### src/rtl/spi_bidir_engine.sv
module spi_bidir_engine #(
  parameter int CLK_DIV = 4,
  parameter int WORD_W  = 16
) (
  input  logic              clk,
  input  logic              rst_n,
  input  logic              cfg_master,
  input  logic              cfg_wide,
  input  logic              cfg_fault_en,
  input  logic              cfg_bidir,
  input  logic              cfg_bidir_oe,
  input  logic              cfg_wait_stop,
  input  logic              wait_req,
  input  logic              start,
  input  logic              fault_clr,
  input  logic [WORD_W-1:0] tx_word,
  output logic [WORD_W-1:0] rx_word,
  output logic              busy,
  output logic              done,
  output logic              fault,
  output logic              sck_o,
  output logic              sck_oe,
  input  logic              sck_i,
  input  logic              ss_i,
  output logic              mosi_o,
  output logic              mosi_oe,
  input  logic              mosi_i,
  output logic              miso_o,
  output logic              miso_oe,
  input  logic              miso_i
);
  localparam int HALF  = WORD_W / 2;
  localparam int CNT_W = $clog2(WORD_W + 1);
  localparam int DIV_W = (CLK_DIV > 1) ? $clog2(CLK_DIV) : 1;

  logic [1:0] sck_sy, ss_sy, sdi_sy;
  logic       sck_p, ss_p;
  logic       prev_wide, prev_bidir, prev_oe;
  logic [WORD_W-1:0] sh_tx, sh_rx;
  logic [CNT_W-1:0]  bit_cnt;
  logic [DIV_W-1:0]  div_cnt;
  logic              sck_q, fin;

  logic sel, stall, cfg_moved, fault_hit, m_abort, m_tick, m_go, s_go, s_drop;
  logic rise_ev, fall_ev, din, fin_go, last_bit;
  logic [CNT_W-1:0]  nbits;
  logic [WORD_W-1:0] load;

  assign sel       = !ss_sy[1];
  assign nbits     = cfg_wide ? CNT_W'(WORD_W) : CNT_W'(HALF);
  assign last_bit  = (bit_cnt == nbits - CNT_W'(1));
  assign stall     = cfg_master && cfg_wait_stop && wait_req;
  assign cfg_moved = (cfg_wide != prev_wide) || (cfg_bidir != prev_bidir) ||
                     (cfg_bidir && (cfg_bidir_oe != prev_oe));
  assign fault_hit = cfg_master && cfg_fault_en && !ss_sy[1];
  assign m_abort   = cfg_master && busy && (cfg_moved || fault_hit || fault);
  assign m_tick    = cfg_master && busy && !fin && !stall && (div_cnt == DIV_W'(CLK_DIV - 1));
  assign m_go      = cfg_master && start && !busy && !fault && !fault_hit;
  assign s_go      = !cfg_master && ss_p && !ss_sy[1];
  assign s_drop    = !cfg_master && busy && !sel;
  assign fin_go    = fin && !stall;
  assign din       = cfg_master ? (cfg_bidir ? mosi_i : miso_i) : sdi_sy[1];
  assign rise_ev   = cfg_master ? (m_tick && !sck_q) : (busy && sel && sck_sy[1] && !sck_p);
  assign fall_ev   = cfg_master ? (m_tick && sck_q)  : (busy && sel && !sck_sy[1] && sck_p);
  assign load      = cfg_wide ? tx_word : {tx_word[HALF-1:0], {HALF{1'b0}}};

  always_ff @(posedge clk or negedge rst_n) begin
    if (!rst_n) begin
      sck_sy <= '0;
      ss_sy  <= 2'b11;
      sdi_sy <= '0;
      sck_p  <= 1'b0;
      ss_p   <= 1'b1;
      prev_wide  <= 1'b0;
      prev_bidir <= 1'b0;
      prev_oe    <= 1'b0;
    end else begin
      sck_sy <= {sck_sy[0], sck_i};
      ss_sy  <= {ss_sy[0], ss_i};
      sdi_sy <= {sdi_sy[0], cfg_bidir ? miso_i : mosi_i};
      sck_p  <= sck_sy[1];
      ss_p   <= ss_sy[1];
      prev_wide  <= cfg_wide;
      prev_bidir <= cfg_bidir;
      prev_oe    <= cfg_bidir_oe;
    end
  end

  always_ff @(posedge clk or negedge rst_n) begin
    if (!rst_n)         fault <= 1'b0;
    else if (fault_hit) fault <= 1'b1;
    else if (fault_clr) fault <= 1'b0;
  end

  always_ff @(posedge clk or negedge rst_n) begin
    if (!rst_n) begin
      busy <= 1'b0; done <= 1'b0; fin <= 1'b0; sck_q <= 1'b0;
      div_cnt <= '0; bit_cnt <= '0; sh_tx <= '0; sh_rx <= '0; rx_word <= '0;
    end else if (m_abort || s_drop) begin
      busy <= 1'b0; fin <= 1'b0; sck_q <= 1'b0; div_cnt <= '0;
    end else if (m_go || s_go) begin
      busy <= 1'b1; done <= 1'b0; fin <= 1'b0; sck_q <= 1'b0;
      div_cnt <= '0; bit_cnt <= '0; sh_tx <= load; sh_rx <= '0;
    end else if (fin_go) begin
      busy <= 1'b0; fin <= 1'b0; sck_q <= 1'b0; done <= 1'b1;
      rx_word <= cfg_wide ? sh_rx : {{HALF{1'b0}}, sh_rx[HALF-1:0]};
    end else if (busy) begin
      if (cfg_master && !stall)
        div_cnt <= (div_cnt == DIV_W'(CLK_DIV - 1)) ? '0 : div_cnt + DIV_W'(1);
      if (m_tick) sck_q <= !sck_q;
      if (rise_ev) begin
        sh_rx   <= {sh_rx[WORD_W-2:0], din};
        bit_cnt <= bit_cnt + CNT_W'(1);
        if (last_bit) fin <= 1'b1;
      end
      if (fall_ev) sh_tx <= {sh_tx[WORD_W-2:0], 1'b0};
    end
  end

  assign sck_o   = sck_q;
  assign sck_oe  = cfg_master && !fault;
  assign mosi_o  = sh_tx[WORD_W-1];
  assign miso_o  = sh_tx[WORD_W-1];
  assign mosi_oe = cfg_master && !fault && (!cfg_bidir || cfg_bidir_oe);
  assign miso_oe = !cfg_master && sel && (!cfg_bidir || cfg_bidir_oe);
endmodule

### config.mk
export PLATFORM = sky130hd
export DESIGN_NAME = spi_bidir_engine
export DESIGN_NICKNAME = d
export VERILOG_FILES = /design/src/rtl/spi_bidir_engine.sv
export SDC_FILE = /design/constraint.sdc
export NUM_CORES = 1
export LEC_CHECK = 0
export ABC_CLOCK_PERIOD_IN_PS = 2100
export BUFFER_PORTS_ARGS = -buffer_cell sky130_fd_sc_hd__buf_2
export CAP_MARGIN = 10
export CORE_ASPECT_RATIO = 2
export CORE_MARGIN = 2
export CORE_UTILIZATION = 50
export CTS_BUF_LIST = sky130_fd_sc_hd__clkbuf_16
export DETAILED_ROUTE_END_ITERATION = 10
export PLACE_DENSITY = 0.81
export SLEW_MARGIN = 10
export SYNTH_ARGS = -nofsm -noshare
export SYNTH_HDL_FRONTEND = slang
export SYNTH_SLANG_ARGS = --single-unit
### constraint.sdc
create_clock -name clk -period 2.1 [get_ports clk]
set_clock_uncertainty 0.05 [all_clocks]
set_input_delay 0 -clock clk [delete_from_list [all_inputs] [get_ports clk]]
set_output_delay 0 -clock clk [all_outputs]
set_load 0.005 [all_outputs]
### After elaboration in Yosys (flattened, before gate mapping)

Cells that the tools add are included.

* reductions and logical operators: 68
* equality and inequality tests: 7
* div/mod/pow operators: 0
* shift-type cells: 0
* add/sub/neg operators: 3
* $lt $le $gt $ge: 0
* muxes and demuxes: 44
* multiply operators: 0
* bitwise gates (word level): 2

Operator list (number)
* $mux W16: 10
* $logic_and A1 B1 Y1: 31
* $mux W5: 5
* $mux W1: 23
* $reduce_bool A4 Y1: 4
* $mux W2: 6
* $logic_not A1 Y1: 11
* $reduce_bool A2 Y1: 5
* $reduce_and A3 Y1: 3
* $reduce_bool A3 Y1: 3
* $reduce_and A4 Y1: 2
* $logic_or A1 B1 Y1: 7
* $add A5 B1 Y5 const B: 1
* $eq A5 B5 Y1: 1
* $sub A5 B1 Y5 const B: 1
* $reduce_and A2 Y1: 2
* $ne A1 B1 Y1: 3
* $ne A3 B1 Y1 const B: 1
* $add A2 B1 Y2 const B: 1
* $eq A2 B2 Y1 const B: 1
* $ne A2 B1 Y1 const B: 1
* $not A1 Y1: 2

* bits in read-only memories: 0
* register bits after elaboration: 71
* RAM bits: 0
* output and inout bits: 25
* logic and storage cells: 142
* bits in latches: 0
* memories kept: 0
* input bits: 31

### Longest topological paths before layout

Gate-level depths: netlist (run 1).

* word-level depth: 12
* depth in mapped cells: 8
* mapped depth without buffers: 6

### Worst setup path before layout (run 1)

Ideal clock, no wire load.

* path kind: register to register
* start: register ss_sy[1]
* end: register sh_tx[10]
* setup time: 0.125 ns
* arrival: 1.928 ns
* path slack: -0.003 ns
* data required time: 1.925 ns
* buffers on the path: 2
* stages on the path, launching flop included: 8
* clock period less this slack: 2.103 ns
* path through: dfstp_2 nand2b_1 a31oi_1 a211o_1 a31o_1 buf_6 buf_12 mux2_4

* cells in the longest elaborated chain, start to end: 8
* elaborated cells on any way between the ends: 21
* classes of those cells: 1 x eq/ne; 2 x mux; 1 x bitwise; 17 x reduce/logical

RTL lines
* start: declaration: line 36 `logic [1:0] sck_sy, ss_sy, sdi_sy;`
* start signal: assignment: line 79 `ss_sy <= {ss_sy[0], ss_i};`
* parallel branches: the longest is 8 deep, another holds $reduce_and A4 Y1
* end signal: assignment: line 116 `if (fall_ev) sh_tx <= {sh_tx[WORD_W-2:0], 1'b0};`
* end: declaration: line 39 `logic [WORD_W-1:0] sh_tx, sh_rx;`

Several ways; the timed one is not identified.
A chain may end at the register's enable or synchronous reset.

### Worst setup path in the final report (run 1)

* start: register ss_sy[1]
* end: register sh_tx[13]

Same word-level chain as after synthesis.

==> results of run 1 <==
-- worst reg2reg max path, cell delays in order (launching register included) --
cell and delay, ps:
dfstp_2 580, nand2b_4 180, a32oi_2 130, a211o_1 340, a31o_4 250, clkbuf_16 170
mux2_4 290
-- cells by family after synthesis --
kind of cell / synth area share, %
adders and majority gates: 0.759
xor gates and xnor gates: 1.06
AOI/OAI and AO/OA: 13.9
DFF: 54.0
muxes: 11.8
and+or+nand+nor: 12.7
buffers and inverters: 5.73
-- Yosys cell counts, drive strengths merged, types with 2 or more instances --
master  count  area (um^2)
nor2        7         26.3
o21ai      49          245
a211oi      2         25.0
nand2      41          154
mux2       23          289
dfstp       3         78.8
nor3        2         10.0
nand2b      4         25.0
a32o        2         20.0
buf        11         91.3
dfrtp      68         1700
a21oi       4         20.0
nor4        2         27.5
o31ai       5         37.5
inv        15         56.3
nor2b       2         12.5
nand3      21          105
xnor2       3         26.3
clkbuf     11         41.3
a31oi       3         18.8
nand4       3         18.8
mux2i      10          100
o311ai      3         26.3
ha          2         25.0
-- routing by layer --
layer	vias up	wire length, um
met4	0	210
met3	16	246
met5	-	0
li1	1241	-
met1	1278	2940
met2	72	4140
-- worst paths after layout --
kind,from,depth (start not counted),endpoint,slack (ps)
worst max-delay path,ss_sy[1],6,sh_tx[13],10
worst min-delay path,tx_word[1],4,sh_tx[1],8
worst max register to register,ss_sy[1],6,sh_tx[13],10
worst min register to register,sck_sy[0],0,sck_sy[1],290
max in group asynchronous,rst_n,3,ss_sy[0],1230
min in group asynchronous,rst_n,2,sh_tx[12],130
-- final cells by class --
| cell class | instances | area (um^2) |
|---|---|---|
| flip-flops and latches | 71 | 1780 |
| well taps | 86 | 108 |
| repair buffers | 86 | 593 |
| clock buffers | 9 | 225 |
| clock inverters | 7 | 53.8 |
| fillers | 502 | 2160 |
| inverters | 15 | 56.3 |
| multi-input cells | 202 | 1390 |
-- repair_timing --
item,4_1_cts,5_1_grt
resized for setup,5,8
endpoints found under the hold margin,29,0
cloned,0,1
pin swaps,0,3
hold buffers,12,0
buffers inserted,0,1
setup endpoints to repair,16,31
-- cell usage in the layout, fill, tap and decap left out, drive strengths merged, types with 2 or more instances in the layout --
cell type     n
buf          73
dfrtp        68
o21ai        49
nand2        41
mux2         23
nand3        21
inv          15
dlygate4sd3  12
mux2i        10
clkbuf       10
nor2          7
clkinv        6
o31ai         5
a21oi         4
nand2b        4
xnor2         3
nand4         3
dfstp         3
a31oi         3
o311ai        3
nor3          2
a211oi        2
ha            2
nor2b         2
a32o          2
nor4          2
-- state kept, by name, indices dropped and copies added (netlist names), 2 cells and up --
name / count
bit_cnt: 5
sh_tx: 16
rx_word: 16
ss_sy: 2
sh_rx: 16
sck_sy: 2
div_cnt: 2
sdi_sy: 2
-- power breakdown --
group / switching, mW / internal [mW] / leakage (nW)
combinational: 0.533 / 0.497 / 0.988
clock: 0.529 / 0.895 / 0.137
sequential: 0.182 / 1.63 / 0.929
total: 1.24 / 3.02 / 2.05
==> run_results.csv, run 1 <==
group,metric,value,unit
logic_synthesis,yosys_register_bits,71,
route,first_pass_iters,4,
critical_path,critical-path-slowest-cell,"dfstp_2",
logic_synthesis,synth_area_per_cell,10.6,um^2
global_route,grt.met3_usage,4.78,%
sta,post-route-period-util,99.3,%
clock_tree,clock_latency,330,ps
sta,fmax,479,MHz
critical_path,cp.arrival,2250,ps
critical_path,crit_family,"compound AO/OA/AOI/OAI gates",
final_layout,fin_util,66.1,%
logic_synthesis,syn_inst,310,
sta,tightest_slew,524,ps
global_route,grt_overflow,0,
logic_synthesis,syn_nets,343,
place,port_buffers,55,
sta,report.final.slew_viol_count,0,
critical_path,crit_path_max_incr_delay,580,ps
place,place_area,3730,um^2
logic_synthesis,ys.flop_type,"dfrtp_1",
route,totalWireLength,7.53,mm
global_route,grt.total_usage,22.0,%
sta,rsz0062_at_grt,"yes",
clock_tree,cts-htree-levels,3,
floorplanning,coreArea,6360,um^2
global_route,globalRoute.busiestLayer,"met2",
logic_synthesis,synthArstFlopShare,100,%
critical_path,cp.required,2260,ps
route,vias_per_cell,5.48,
global_route,grt_pass1_vias,2532,
floorplanning,initial_utilization,51.8,%
floorplanning,rows,41,
global_route,met1_usage,25.9,%
global_route,grt_pass1_wl,11.9,mm
route,postRouteAntennaNets,0,
worst_hold_path,holdCritPathClass,"in -> reg",
critical_path,path_max_fanout,8,
route,wl_per_cell,15.8,um
logic_synthesis,yosysUniqueCellTypes,44,
final_layout,design_area,4200,um^2
place,detailed_place_hpwl,4.83,mm
sta,hold-worst-slack,7.71,ps
clock_tree,numCtsBuffers,9,
clock_tree,cts_tree,"yes",
job,cap_violations,0,
sta,timing.setup.tns,0,ps
critical_path,worstPathBufferInverterCount,1,
sta,worst_slack,14.1,ps
logic_synthesis,syn_area,3300,um^2
clock_tree,cts.sinks,71,
clock_tree,root_buffer,"clkbuf_16",
final_layout,area_growth,27.4,%
sta,post-route-min-period,2090,ps
global_route,grtUsageMet2,36.0,%
place,gp_congestion,0.856,
logic_synthesis,synth-edff-count,0,
global_route,grt_start_max_net_pins,37,
floorplanning,dieArea,7300,um^2
power,power.leakage,2.05,nW
critical_path,cp-start-kind,"register",
global_route,antenna_found_initial,0,
critical_path,crit_path_end_kind,"register",
route,via_count,2607,
sta,slew_headroom,65.0,%
place,preCtsSetupSlack,-31.9,ps
critical_path,critPathKind,"reg -> reg",
final_layout,layout.nets,418,
final_layout,fin_cells,476,
logic_synthesis,ys_seq_area_share,54.0,%
floorplanning,num_io_pins,56,
route,drtIter0Drc,132,
clock_tree,cts_max_path_buffers,2,
power,power.density,1010,nW/um^2
outcome,outcome,"finished, final reports clean",
logic_synthesis,ys_warn_count,0,
final_layout,post_route_cells_drive_above_1_share,31.8,%
floorplanning,dieWidth,61.4,um
floorplanning,die_y,119,um
place,dp_cells,446,
clock_tree,clk_pin_slew_worst_paths,50,ps
final_layout,diodes,0,
route,drcViolationCount,0,
sta,finalHoldViolCount,0,
critical_path,path_cells,"nand2b_4, a32oi_2, a211o_1, a31o_4, clkbuf_16, mux2_4",
sta,finalSetupViolCount,0,
power,peakVddDrop,684,uV
power,total_power,4.26,mW
No activity file was read; power rests on OpenSTA's default activity.
==> run 2, diff against run 1 <==
- CTS_BUF_LIST: sky130_fd_sc_hd__clkbuf_16 -> default
==> run_results.csv, run 2 (same netlist as run 1, synthesis figures left out) <==
group,metric,value,unit
critical_path,cp.required,2260,ps
route,wl_per_cell,16.0,um
critical_path,critical-path-slowest-cell,"dfstp_2",
sta,finalSetupViolCount,0,
route,via_count,2613,
floorplanning,dieWidth,61.4,um
floorplanning,num_io_pins,56,
place,gp_congestion,0.856,
critical_path,path_max_fanout,16,
route,first_pass_iters,4,
route,drtIter0Drc,126,
place,place_area,3730,um^2
sta,finalHoldViolCount,0,
final_layout,layout.nets,416,
power,peakVddDrop,730,uV
clock_tree,numCtsBuffers,9,
final_layout,top_regs,"rx_word (16), sh_rx (16), sh_tx (16)",
clock_tree,cts_max_path_buffers,2,
clock_tree,post_cts_buffers,0,
final_layout,final_common_cell,"dfrtp_1",
sta,post-route-min-period,2060,ps
route,wl_met1,2.99,mm
critical_path,crit_path_end_kind,"register",
global_route,grt_overflow,0,
final_layout,area_growth,27.7,%
worst_hold_path,holdCritPathClass,"in -> reg",
clock_tree,clock_latency,330,ps
outcome,outcome,"finished, final reports clean",
power,power.density,1050,nW/um^2
critical_path,cp-start-kind,"register",
final_layout,diodes,0,
route,top_layer,"met4",
place,detailed_place_hpwl,4.83,mm
route,wl_met3,301,um
clock_tree,clk_pin_slew_worst_paths,50,ps
sta,report.final.slew_viol_count,0,
floorplanning,die_y,119,um
sta,slew_headroom,65.0,%
floorplanning,initial_utilization,51.8,%
final_layout,nFillCells,502,
floorplanning,dieArea,7300,um^2
clock_tree,root_buffer,"clkbuf_16",
global_route,grt_pass1_wl,12.0,mm
global_route,grt.total_usage,22.1,%
critical_path,path_cells,"nand2b_4, a32oi_2, a211o_1, a31o_1, buf_12, mux2_4",
power,power.leakage,2.06,nW
global_route,grt_start_max_net_pins,37,
floorplanning,rows,41,
global_route,grt_pass1_vias,2551,
final_layout,layout_common_cells,"68 x dfrtp_1, 55 x buf_2, 49 x o21ai_0, 41 x nand2_1, 21 x nand3_1",
route,drcViolationCount,0,
critical_path,critPathKind,"reg -> reg",
critical_path,cp.arrival,2220,ps
sta,timing.setup.tns,0,ps
critical_path,crit_path_max_incr_delay,570,ps
route,vias_per_cell,5.51,
critical_path,crit_family,"compound AO/OA/AOI/OAI gates",
critical_path,worstPathBufferInverterCount,1,
route,postRouteAntennaNets,0,
sta,post-route-period-util,97.9,%
final_layout,post_route_cells_drive_above_1_share,32.5,%
clock_tree,cts.sinks,71,
sta,tightest_slew,525,ps
sta,fmax,486,MHz
job,cap_violations,0,
global_route,antenna_found_initial,0,
route,totalWireLength,7.60,mm
clock_tree,cts_tree,"yes",
floorplanning,coreArea,6360,um^2
place,port_buffers,55,
critical_path,reg2reg_setup_slack,40,ps
final_layout,design_area,4210,um^2
clock_tree,cts-htree-levels,3,
route,wl_met2,4.15,mm
## run 2: power by group
group	switching (mW)	total, mW	internal (mW)	leakage, nW
combinational	0.530	1.01	0.480	0.967
sequential	0.181	1.81	1.62	0.929
clock	0.540	1.62	1.08	0.165
## run 2: layer usage
| metal | up-vias | track usage [%] |
|---|---|---|
| met5 | - | 0 |
| li1 | 1231 | - |
| met4 | 0 | 11.3 |
| met3 | 13 | 3.80 |
| met2 | 75 | 37.2 |
| met1 | 1294 | 25.5 |
## run 2: worst reg2reg max path: stages (launching register included)
cell	delay (ps)
dfstp_2	570
nand2b_4	170
a32oi_2	120
a211o_1	330
a31o_1	230
buf_12	160
mux2_4	300
## run 2: final timing paths
path                       cells past startpoint        end  startpoint
setup / recovery                               6  sh_tx[10]    ss_sy[1]
hold / removal                                 4   sh_tx[1]  tx_word[1]
setup reg to reg                               6  sh_tx[10]    ss_sy[1]
hold reg to reg                                0  sck_sy[1]   sck_sy[0]
max in group asynchronous                      3   ss_sy[1]       rst_n
min in group asynchronous                      2  sh_tx[12]       rst_n
## run 2: through the flow
| stage | util, % | cells | hold WS (ps) | power, mW | worst slack [ps] |
|---|---|---|---|---|---|
| after floorplan | - | 310 | -346 | 2.44 | 15.0 |
| after global placement | 58.6 | 446 | -46.2 | 2.72 | 46.3 |
| after detailed placement | 58.6 | 446 | -44.9 | 2.77 | -31.9 |
| after CTS | 65.9 | 474 | 0.845 | 4.43 | 26.9 |
| after global routing | 66.2 | 474 | 22.4 | 4.65 | -15.8 |
| final | 66.2 | 474 | 5.52 | 4.43 | 43.4 |
## run 2: area by class of cell
type | instances | area, um^2 | share of cell area [%]
clock buffer | 14 | 294 | 6.98
multi-input combinational | 202 | 1380 | 32.7
tap | 86 | 108 | 2.55
clock inverter | 2 | 35.0 | 0.832
sequential | 71 | 1780 | 42.3
inverter | 15 | 56.3 | 1.34
timing repair buffer | 84 | 561 | 13.3
## run 2: timing repair
item	CTS	global route
endpoints found under the setup margin	15	30
gates cloned	0	0
resized for setup	5	5
hold endpoints to repair	29	0
hold buffers	12	0
pin swaps	0	1
